===== config.mk =====
export PLATFORM = sky130hd
export DESIGN_NAME = flash_read_ctrl
export DESIGN_NICKNAME = d
export VERILOG_FILES = /design/src/rtl/flash_read_pkg.sv /design/src/rtl/frc_tick_gen.sv /design/src/rtl/frc_tx_shift.sv /design/src/rtl/frc_rx_shift.sv /design/src/rtl/flash_read_ctrl.sv
export SDC_FILE = /design/constraint.sdc
export NUM_CORES = 1
export LEC_CHECK = 0
export BUFFER_PORTS_ARGS = -buffer_cell sky130_fd_sc_hd__buf_2
export CORE_ASPECT_RATIO = 1.5
export CORE_MARGIN = 2
export CORE_UTILIZATION = 40
export CTS_BUF_LIST = sky130_fd_sc_hd__clkbuf_2 sky130_fd_sc_hd__clkbuf_4 sky130_fd_sc_hd__clkbuf_8
export DETAILED_ROUTE_END_ITERATION = 10
export SYNTH_ARGS = -nofsm -noshare
export SYNTH_HDL_FRONTEND = slang
export SYNTH_HIERARCHICAL = 1
export SYNTH_SLANG_ARGS = --single-unit
export TNS_END_PERCENT = 30

===== constraint.sdc =====
create_clock -name clk_i -period 5.3 [get_ports clk_i]
set_input_delay 0.795 -clock clk_i [delete_from_list [all_inputs] [get_ports clk_i]]
set_output_delay 0.795 -clock clk_i [all_outputs]
set_load 0.05 [all_outputs]

===== src/rtl/flash_read_pkg.sv =====
package flash_read_pkg;
  localparam int unsigned ADDR_W  = 24;
  localparam int unsigned FRAME_W = 40;
  localparam logic [7:0]  OP_PLAIN = 8'h03;
  localparam logic [7:0]  OP_FAST  = 8'h0B;
  localparam logic [5:0]  BITS_PLAIN = 6'd32;
  localparam logic [5:0]  BITS_FAST  = 6'd40;

  typedef enum logic [1:0] {
    ST_IDLE,
    ST_CMD,
    ST_DATA,
    ST_GAP
  } fr_state_e;
endpackage


===== src/rtl/frc_tick_gen.sv =====
module frc_tick_gen #(
  parameter int unsigned HALF_FAST  = 2,
  parameter int unsigned HALF_PLAIN = 4
) (
  input  logic clk_i,
  input  logic rst_ni,
  input  logic en_i,
  input  logic fast_i,
  output logic tick_o
);
  // plain rate never exceeds half the fast rate
  localparam int unsigned HALF_PLAIN_EFF =
    (HALF_PLAIN < 2 * HALF_FAST) ? 2 * HALF_FAST : HALF_PLAIN;
  localparam int unsigned CW = $clog2(HALF_PLAIN_EFF + 1);

  logic [CW-1:0] cnt_q;
  logic [CW-1:0] lim;

  assign lim    = fast_i ? CW'(HALF_FAST - 1) : CW'(HALF_PLAIN_EFF - 1);
  assign tick_o = en_i && (cnt_q == lim);

  always_ff @(posedge clk_i or negedge rst_ni) begin
    if (!rst_ni)               cnt_q <= '0;
    else if (!en_i || tick_o)  cnt_q <= '0;
    else                       cnt_q <= cnt_q + 1'b1;
  end

  p_cnt_bound_r5: assert property (@(posedge clk_i) disable iff (!rst_ni)
    en_i && $stable(fast_i) |-> cnt_q <= lim);
endmodule


===== src/rtl/frc_tx_shift.sv =====
module frc_tx_shift #(
  parameter int unsigned W = 40
) (
  input  logic         clk_i,
  input  logic         rst_ni,
  input  logic         load_i,
  input  logic [W-1:0] frame_i,
  input  logic         shift_i,
  output logic         bit_o
);
  logic [W-1:0] q;

  always_ff @(posedge clk_i or negedge rst_ni) begin
    if (!rst_ni)       q <= '0;
    else if (load_i)   q <= frame_i;
    else if (shift_i)  q <= {q[W-2:0], 1'b0};
  end

  assign bit_o = q[W-1];
endmodule


===== src/rtl/frc_rx_shift.sv =====
module frc_rx_shift #(
  parameter int unsigned W = 8
) (
  input  logic         clk_i,
  input  logic         rst_ni,
  input  logic         shift_i,
  input  logic         bit_i,
  output logic [W-1:0] word_o
);
  logic [W-1:0] q;

  assign word_o = {q[W-2:0], bit_i};

  always_ff @(posedge clk_i or negedge rst_ni) begin
    if (!rst_ni)      q <= '0;
    else if (shift_i) q <= word_o;
  end
endmodule


===== src/rtl/flash_read_ctrl.sv =====
module flash_read_ctrl
  import flash_read_pkg::*;
#(
  parameter int unsigned LEN_W      = 16,
  parameter int unsigned HALF_FAST  = 2,
  parameter int unsigned HALF_PLAIN = 4,
  parameter int unsigned CS_GAP     = 6
) (
  input  logic              clk_i,
  input  logic              rst_ni,
  input  logic              req_i,
  input  logic [23:0]       req_addr_i,
  input  logic [LEN_W-1:0]  req_len_i,
  input  logic              req_fast_i,
  output logic              busy_o,
  output logic              done_o,
  output logic              rd_valid_o,
  output logic [7:0]        rd_data_o,
  output logic              spi_cs_no,
  output logic              spi_sck_o,
  output logic              spi_si_o,
  input  logic              spi_so_i
);
  localparam int unsigned GAP_N = (CS_GAP < 1) ? 1 : CS_GAP;
  localparam int unsigned GAP_W = $clog2(GAP_N + 1);

  fr_state_e         state_q;
  logic              fast_q;
  logic [LEN_W-1:0]  left_q;
  logic [5:0]        bit_q;
  logic [2:0]        bcnt_q;
  logic              last_q;
  logic              sck_q;
  logic              cs_nq;
  logic [GAP_W-1:0]  gap_q;
  logic              valid_q;
  logic [7:0]        data_q;
  logic              done_q;

  logic              accept, start, active, tick, rise, fall;
  logic [5:0]        frame_bits;
  logic [FRAME_W-1:0] frame;
  logic [7:0]        rx_byte;

  assign accept     = req_i && (state_q == ST_IDLE);
  assign start      = accept && (req_len_i != '0);
  assign active     = (state_q == ST_CMD) || (state_q == ST_DATA);
  assign rise       = tick && !sck_q;
  assign fall       = tick && sck_q;
  assign frame_bits = fast_q ? BITS_FAST : BITS_PLAIN;
  assign frame      = {(req_fast_i ? OP_FAST : OP_PLAIN), req_addr_i, 8'h00};

  frc_tick_gen #(.HALF_FAST(HALF_FAST), .HALF_PLAIN(HALF_PLAIN)) i_tick (
    .clk_i (clk_i), .rst_ni(rst_ni), .en_i(active), .fast_i(fast_q), .tick_o(tick)
  );

  frc_tx_shift #(.W(FRAME_W)) i_tx (
    .clk_i (clk_i), .rst_ni(rst_ni), .load_i(start), .frame_i(frame),
    .shift_i(fall), .bit_o(spi_si_o)
  );

  frc_rx_shift #(.W(8)) i_rx (
    .clk_i (clk_i), .rst_ni(rst_ni), .shift_i(rise && (state_q == ST_DATA)),
    .bit_i(spi_so_i), .word_o(rx_byte)
  );

  always_ff @(posedge clk_i or negedge rst_ni) begin
    if (!rst_ni) begin
      state_q <= ST_IDLE;
      fast_q  <= 1'b0;
      left_q  <= '0;
      bit_q   <= '0;
      bcnt_q  <= '0;
      last_q  <= 1'b0;
      sck_q   <= 1'b0;
      cs_nq   <= 1'b1;
      gap_q   <= '0;
      valid_q <= 1'b0;
      data_q  <= '0;
      done_q  <= 1'b0;
    end else begin
      valid_q <= 1'b0;
      done_q  <= 1'b0;
      unique case (state_q)
        ST_IDLE: begin
          if (accept) begin
            if (req_len_i == '0) begin
              done_q <= 1'b1;
            end else begin
              state_q <= ST_CMD;
              cs_nq   <= 1'b0;
              fast_q  <= req_fast_i;
              left_q  <= req_len_i;
              bit_q   <= '0;
              bcnt_q  <= '0;
              last_q  <= 1'b0;
            end
          end
        end
        ST_CMD: begin
          if (rise) begin
            sck_q <= 1'b1;
            bit_q <= bit_q + 1'b1;
          end else if (fall) begin
            sck_q <= 1'b0;
            if (bit_q == frame_bits) state_q <= ST_DATA;
          end
        end
        ST_DATA: begin
          if (rise) begin
            sck_q  <= 1'b1;
            bcnt_q <= bcnt_q + 1'b1;
            if (bcnt_q == 3'd7) begin
              valid_q <= 1'b1;
              data_q  <= rx_byte;
              left_q  <= left_q - 1'b1;
              if (left_q == LEN_W'(1)) last_q <= 1'b1;
            end
          end else if (fall) begin
            sck_q <= 1'b0;
            if (last_q) begin
              cs_nq   <= 1'b1;
              done_q  <= 1'b1;
              gap_q   <= '0;
              state_q <= ST_GAP;
            end
          end
        end
        ST_GAP: begin
          if (gap_q == GAP_W'(GAP_N - 1)) state_q <= ST_IDLE;
          else                            gap_q   <= gap_q + 1'b1;
        end
        default: state_q <= ST_IDLE;
      endcase
    end
  end

  assign busy_o     = (state_q != ST_IDLE);
  assign done_o     = done_q;
  assign rd_valid_o = valid_q;
  assign rd_data_o  = data_q;
  assign spi_cs_no  = cs_nq;
  assign spi_sck_o  = sck_q;

  p_idle_sck_low_r6: assert property (@(posedge clk_i) disable iff (!rst_ni)
    spi_cs_no |-> !spi_sck_o);
  p_si_on_low_r6: assert property (@(posedge clk_i) disable iff (!rst_ni)
    (!$stable(spi_si_o) && !spi_cs_no && $past(!spi_cs_no)) |-> !spi_sck_o);
  p_si_zero_data_r10: assert property (@(posedge clk_i) disable iff (!rst_ni)
    (state_q == ST_DATA) |-> !spi_si_o);
  p_zero_len_r9: assert property (@(posedge clk_i) disable iff (!rst_ni)
    (req_i && !busy_o && req_len_i == '0) |=> (done_o && spi_cs_no && !busy_o));
  p_busy_on_req_r8: assert property (@(posedge clk_i) disable iff (!rst_ni)
    (req_i && !busy_o && req_len_i != '0) |=> (busy_o && !spi_cs_no));
  p_cs_low_when_busy_r8: assert property (@(posedge clk_i) disable iff (!rst_ni)
    $fell(spi_cs_no) |-> busy_o);
  p_valid_in_window_r3: assert property (@(posedge clk_i) disable iff (!rst_ni)
    rd_valid_o |-> !spi_cs_no);
  p_done_with_cs_r3: assert property (@(posedge clk_i) disable iff (!rst_ni)
    $rose(spi_cs_no) |-> (done_o && busy_o));
  p_gap_hold_r7: assert property (@(posedge clk_i) disable iff (!rst_ni)
    $rose(spi_cs_no) |=> (spi_cs_no && busy_o));
endmodule


-- After elaboration in Yosys (flattened, before gate mapping)
Index checks and enable logic that the tools add are counted.
- $add $sub $neg: 5
- $mul: 0
- divide/modulo/power cells: 0
- magnitude comparators: 0
- eq/ne operators: 22
- shift-type cells: 0
- mux-type cells: 55
- bitwise logic cells: 1
- reductions and logical operators: 30
- operators by type and width (kind ; count):
    $mux W40 ; 2
    $mux W16 ; 4
    $pmux W16 S2 ; 1
    $mux W3 ; 8
    $ne A2 B2 Y1 const B ; 11
    $mux W2 ; 10
    $mux W1 ; 18
    $mux W6 ; 3
    $eq A16 B1 Y1 const B ; 1
    $logic_not A16 Y1 ; 1
    $reduce_bool A16 Y1 ; 1
    $sub A16 B1 Y16 const B ; 1
    $pmux W3 S2 ; 2
    $pmux W6 S2 ; 1
    $reduce_and A6 Y1 ; 2
    $reduce_bool A2 Y1 ; 6
    $reduce_and A5 Y1 ; 2
    $add A3 B1 Y3 const B ; 3
    $reduce_and A9 Y1 ; 1
    $mux W4 ; 2
    $pmux W2 S4 ; 1
    $reduce_and A4 Y1 ; 2
    $add A6 B1 Y6 const B ; 1
    $eq A3 B3 Y1 const B ; 2
    other kinds (14) ; 27
- flip-flop bits (word level): 94
- latch bits: 0
- RAM bits: 0
- ROM bits: 0
- bits of input ports: 45
- output and inout bits: 14
- word-level logic and storage cells: 128
- memories kept: 0

-- Longest topological paths before layout
- depth in word-level cells: 7
- gate-level depth with buffers: 10
- gate-level depth less buffers: 9

-- Modules after synthesis
The synthesis kept the hierarchy.
- modules (own cells, without submodules) (module ; instances ; cells each ; area an instance (um^2) ; sequential area each (um^2)):
    flash_read_ctrl ; 1 ; 338 ; 2831.5 ; 1102.3
    frc_tx_shift ; 1 ; 174 ; 1896.8 ; 1001.0
    frc_rx_shift ; 1 ; 16 ; 299.0 ; 175.2
    frc_tick_gen ; 1 ; 14 ; 150.1 ; 75.1

-- Least setup slack after synthesis
Ideal clock, no wire load.
- kind: in2reg
- start point: in req_len_i[11]
- end point: reg i_tx.q[27]
- library setup time: 0.120 ns
- arrival time: 2.576 ns
- required time: 5.180 ns
- setup slack: 2.603 ns
- stages: 10
- path buffers: 4
- cell sequence: or4_1 o41a_1 buf_6 nand2_1 inv_1 buf_4 buf_6 buf_4 nand2_1 o21ai_2
- longest elaborated chain between the ends: 3
- elaborated cells between the ends (all ways): 4
- classes of those cells: mux: 1; reduce/logical: 3
- RTL lines (what ; RTL line ; source):
    from (decl) ; flash_read_ctrl.sv:13 ; input logic [LEN_W-1:0] req_len_i,
    $reduce_bool A16 Y1 (*) ; flash_read_ctrl.sv:46 ; assign start = accept && (req_len_i != '0);
    $logic_and A1 B1 Y1 (*) ; flash_read_ctrl.sv:46 ;
    net start ; flash_read_ctrl.sv:40 ; logic accept, start, active, tick, rise, fall;
    $mux W40 / $reduce_bool A2 Y1 (equally long branches) ; - ;
    to (signal assigned) ; frc_tx_shift.sv:15 ; else if (load_i) q <= frame_i;
    to (signal assigned) ; frc_tx_shift.sv:16 ; else if (shift_i) q <= {q[W-2:0], 1'b0};
    to (decl) ; frc_tx_shift.sv:11 ; logic [W-1:0] q;
The timed path passes the listed nets; every way through them passes the cells marked *.
A chain may end at the register's enable or synchronous reset.

-- Worst setup path in the final report
- start point: reg state_q[0]
- end point: out busy_o
- longest elaborated chain between the ends: 1
- RTL lines (what ; RTL line ; source):
    from (decl) ; flash_read_ctrl.sv:27 ; fr_state_e state_q;
    from (signal assigned) ; flash_read_ctrl.sv:69 ; state_q <= ST_IDLE;
    from (signal assigned) ; flash_read_ctrl.sv:90 ; state_q <= ST_CMD;
    from (signal assigned) ; flash_read_ctrl.sv:106 ; if (bit_q == frame_bits) state_q <= ST_DATA;
    $reduce_bool A2 Y1 ; flash_read_ctrl.sv:138 ; assign busy_o = (state_q != ST_IDLE);
    to (decl) ; flash_read_ctrl.sv:15 ; output logic busy_o,
No other way between the ends.

==> run metrics <==
status completed; CP Max Fanout 23; Placer Congestion 0.822; Die X 96.9 um; sequential area share after synthesis 45.5%; Post-DP HPWL 7900 um; Final Hold Fails 0; Chip Height 143 um; CP Class reg2out; setup violators final 0; GRT met2 Usage 30.3%; part of the power in registers 41.1%; async set or reset register ratio after synthesis 100%; Setup crit end kind output port; Sw Ratio between 40% and 50%; P per Cell Area 515 mW/mm^2; CP Launch Type flop; reg2reg setup slack ~2200 ps; Int Power about 1.7 mW; Worst-Margin Slew 909 ps; H-tree depth 3; Vias/cell 5.34; Placed Cells 739; Multi-input gate area 0.00254 sq mm; wire length of the first global-routing pass 18900 um; Hold Path Class in2async; Placeable Area 0.0126 sq mm; initial antenna violation count 0; Clock Tree Root clkbuf_8; Clock Skews 12.8 ps; Critical Path AT 2360 ps; clock latency on the worst-skew pair roughly 370 ps; layout cell share with drive strength beyond 1 16.7%; port bufs slightly below 60; busiest grt layer met2; commonest non-fill, non-tap cell in the layout dfrtp_1; die area 0.0139 sq mm; fin cells 755; worst path required time 4510 ps; DRC Markers 0; Post-synth EDFFs 0; Layout Area Growth over Synthesis 10.4%; total of fill cells in the finished design 1223; R2R cell count 7; Max-Cap Viols 0; final period utilization between 50% and 60%; Mapped Area slightly above 0.005 sq mm; clock share of power 18.2%; setup TNS 0 ps; clock slew at reported path FFs 90 ps; ys flop type dfrtp_1; largest net degree at the start of global routing ~80; Yosys cell types between 60 and 70; Final min period 3150 ps; DR WL/cell 14.9 um; NumNets Final 653; Antenna Violating Nets Remaining 0; CTS tree yes; remaining global-route overflow 0; Max IR drop VDD between 200 and 300 uV; postcts setup bufs 0; drt pass-1 iters 4; CP max stage delay 770 ps; drt first-iter violations 119; clock sinks 94; Reg-to-Reg Start state_q[0]; Worst slew margin just under 40%; Initial Util between 40 and 50%; commonest cells after routing, fill and taps aside 93 x dfrtp_1, 90 x nand2_1, 57 x buf_2; FF-to-FF End left_q[15]; register area 0.00235 sq mm; I/O pins 59; syn_area_per_cell 9.55 sq um; vias in the first global route 3967; Resized cells post-CTS 0; number of diodes 0; Logic pwr share 40.7%; CTS Buffer Depth 2; Lkg Pwr 2.50 nW; FF+latch count, synth 94; total global-route track usage 16.5%; worst-path cell chain inv_1 > ha_1 > inv_1 > buf_2; Hold Buf Count CTS 0; RSZ-0062 raised after global routing no; routed wire length 11200 um; CTS Buf Count 9; Psw 1.20 mW; cells after synthesis between 500 and 600; FP Rows 50; Final Max Slew Viols 0; GR Layer Usage met1 19.5%; Ys Warns 6; most used cell, CP inv_1; Fmax 317 MHz; Crit-path slowest cell ha_1; met3 Usage GRT 2.63%; vias post-DR 4031
[final cells by class]
class	instances	area share, %
multi-input cells	407	44.5
clock buffers	10	2.30
well taps	156	3.42
inverters	20	1.31
flip-flops and latches	94	41.2
repair buffers	62	5.65
clock inverters	6	1.62
[per-stage QoR]
step                      instance area (sq um)  utilization [%]  hold slack (ps)  setup WS [ps]  power (mW)
after floorplan                            5230                -              439           2600        2.18
after global placement                     5490             43.7              462           2200        2.38
after detailed placement                   5490             43.7              460           2160        2.43
after CTS                                  5720             45.5              421           2120        2.98
after global routing                       5720             45.5              443           1850        3.19
final                                      5720             45.5              404           2150        2.94
[synthesized netlist by cell type, drive strengths merged (5+ instances only)]
cell type / instances / area share, %
a21oi: 33 / 3.2
a31oi: 6 / 0.73
buf: 18 / 3.7
clkbuf: 16 / 1.2
dfrtp: 93 / 45
ha: 14 / 3.4
inv: 20 / 1.4
mux2: 9 / 2.5
mux2i: 40 / 7.7
nand2: 90 / 6.5
nand2b: 5 / 0.60
nand3: 16 / 1.5
nand4: 6 / 0.73
nor2: 29 / 2.2
nor3: 8 / 0.87
nor4: 5 / 1.0
o21ai: 68 / 6.7
o22a: 5 / 0.85
or4: 5 / 0.87
[layer usage]
layer	vias to the layer above	share of wire [%]
li1	2009	-
met1	1934	42
met2	73	53
met3	15	3.1
met4	0	1.9
met5	-	0
[how the worst max path moves through the flow]
| stage | end | startpoint | slack [ps] |
|---|---|---|---|
| floorplan | i_tx/q[27] | req_len_i[11] | 2600 |
| global placement | i_tx/q[0] | req_len_i[11] | 2200 |
| detailed placement | left_q[15] | state_q[0] | 2160 |
| CTS | busy_o | state_q[0] | 2120 |
| global route | left_q[11] | state_q[0] | 1850 |
| finish | busy_o | state_q[0] | 2150 |
[power by group through the flow]
| stage | clock network (mW) | registers, mW | logic [mW] |
|---|---|---|---|
| final | 0.536 | 1.21 | 1.20 |
| after global routing | 0.580 | 1.26 | 1.35 |
| after CTS | 0.556 | 1.21 | 1.21 |
| after detailed placement | 0 | 1.22 | 1.20 |
| after global placement | 0 | 1.21 | 1.17 |
| after floorplan | 0 | 1.18 | 1.00 |
[worst max-delay path, delay by kind of cell, from the launching register on]
family / cells / cell delay, ps
flops: 1 / 420
buf+inv: 3 / 790
fa+ha+maj: 1 / 770
[registers in the layout, indices dropped and copies added (netlist names)]
signal	flops
spi_cs_no	1
i_tick/cnt_q	3
gap_q	3
i_rx/q	7
spi_sck_o	1
bit_q	6
last_q	1
rd_data_o	8
left_q	16
rd_valid_o	1
done_o	1
bcnt_q	3
fast_q	1
state_q	2
i_tx/q	40
[cells by family after synthesis]
logic type	count (synthesis)	share of synthesized area (%)
AND/OR/NAND/NOR	179	16.4
other	2	0.145
multiplexers	49	10.2
adder cells (fa/ha/maj)	14	3.38
buffers and inverters	54	6.36
flip-flops	94	45.5
AO/OA/AOI/OAI	145	17.2
XOR/XNOR	5	0.846
No activity file was read; power rests on OpenSTA's default activity.
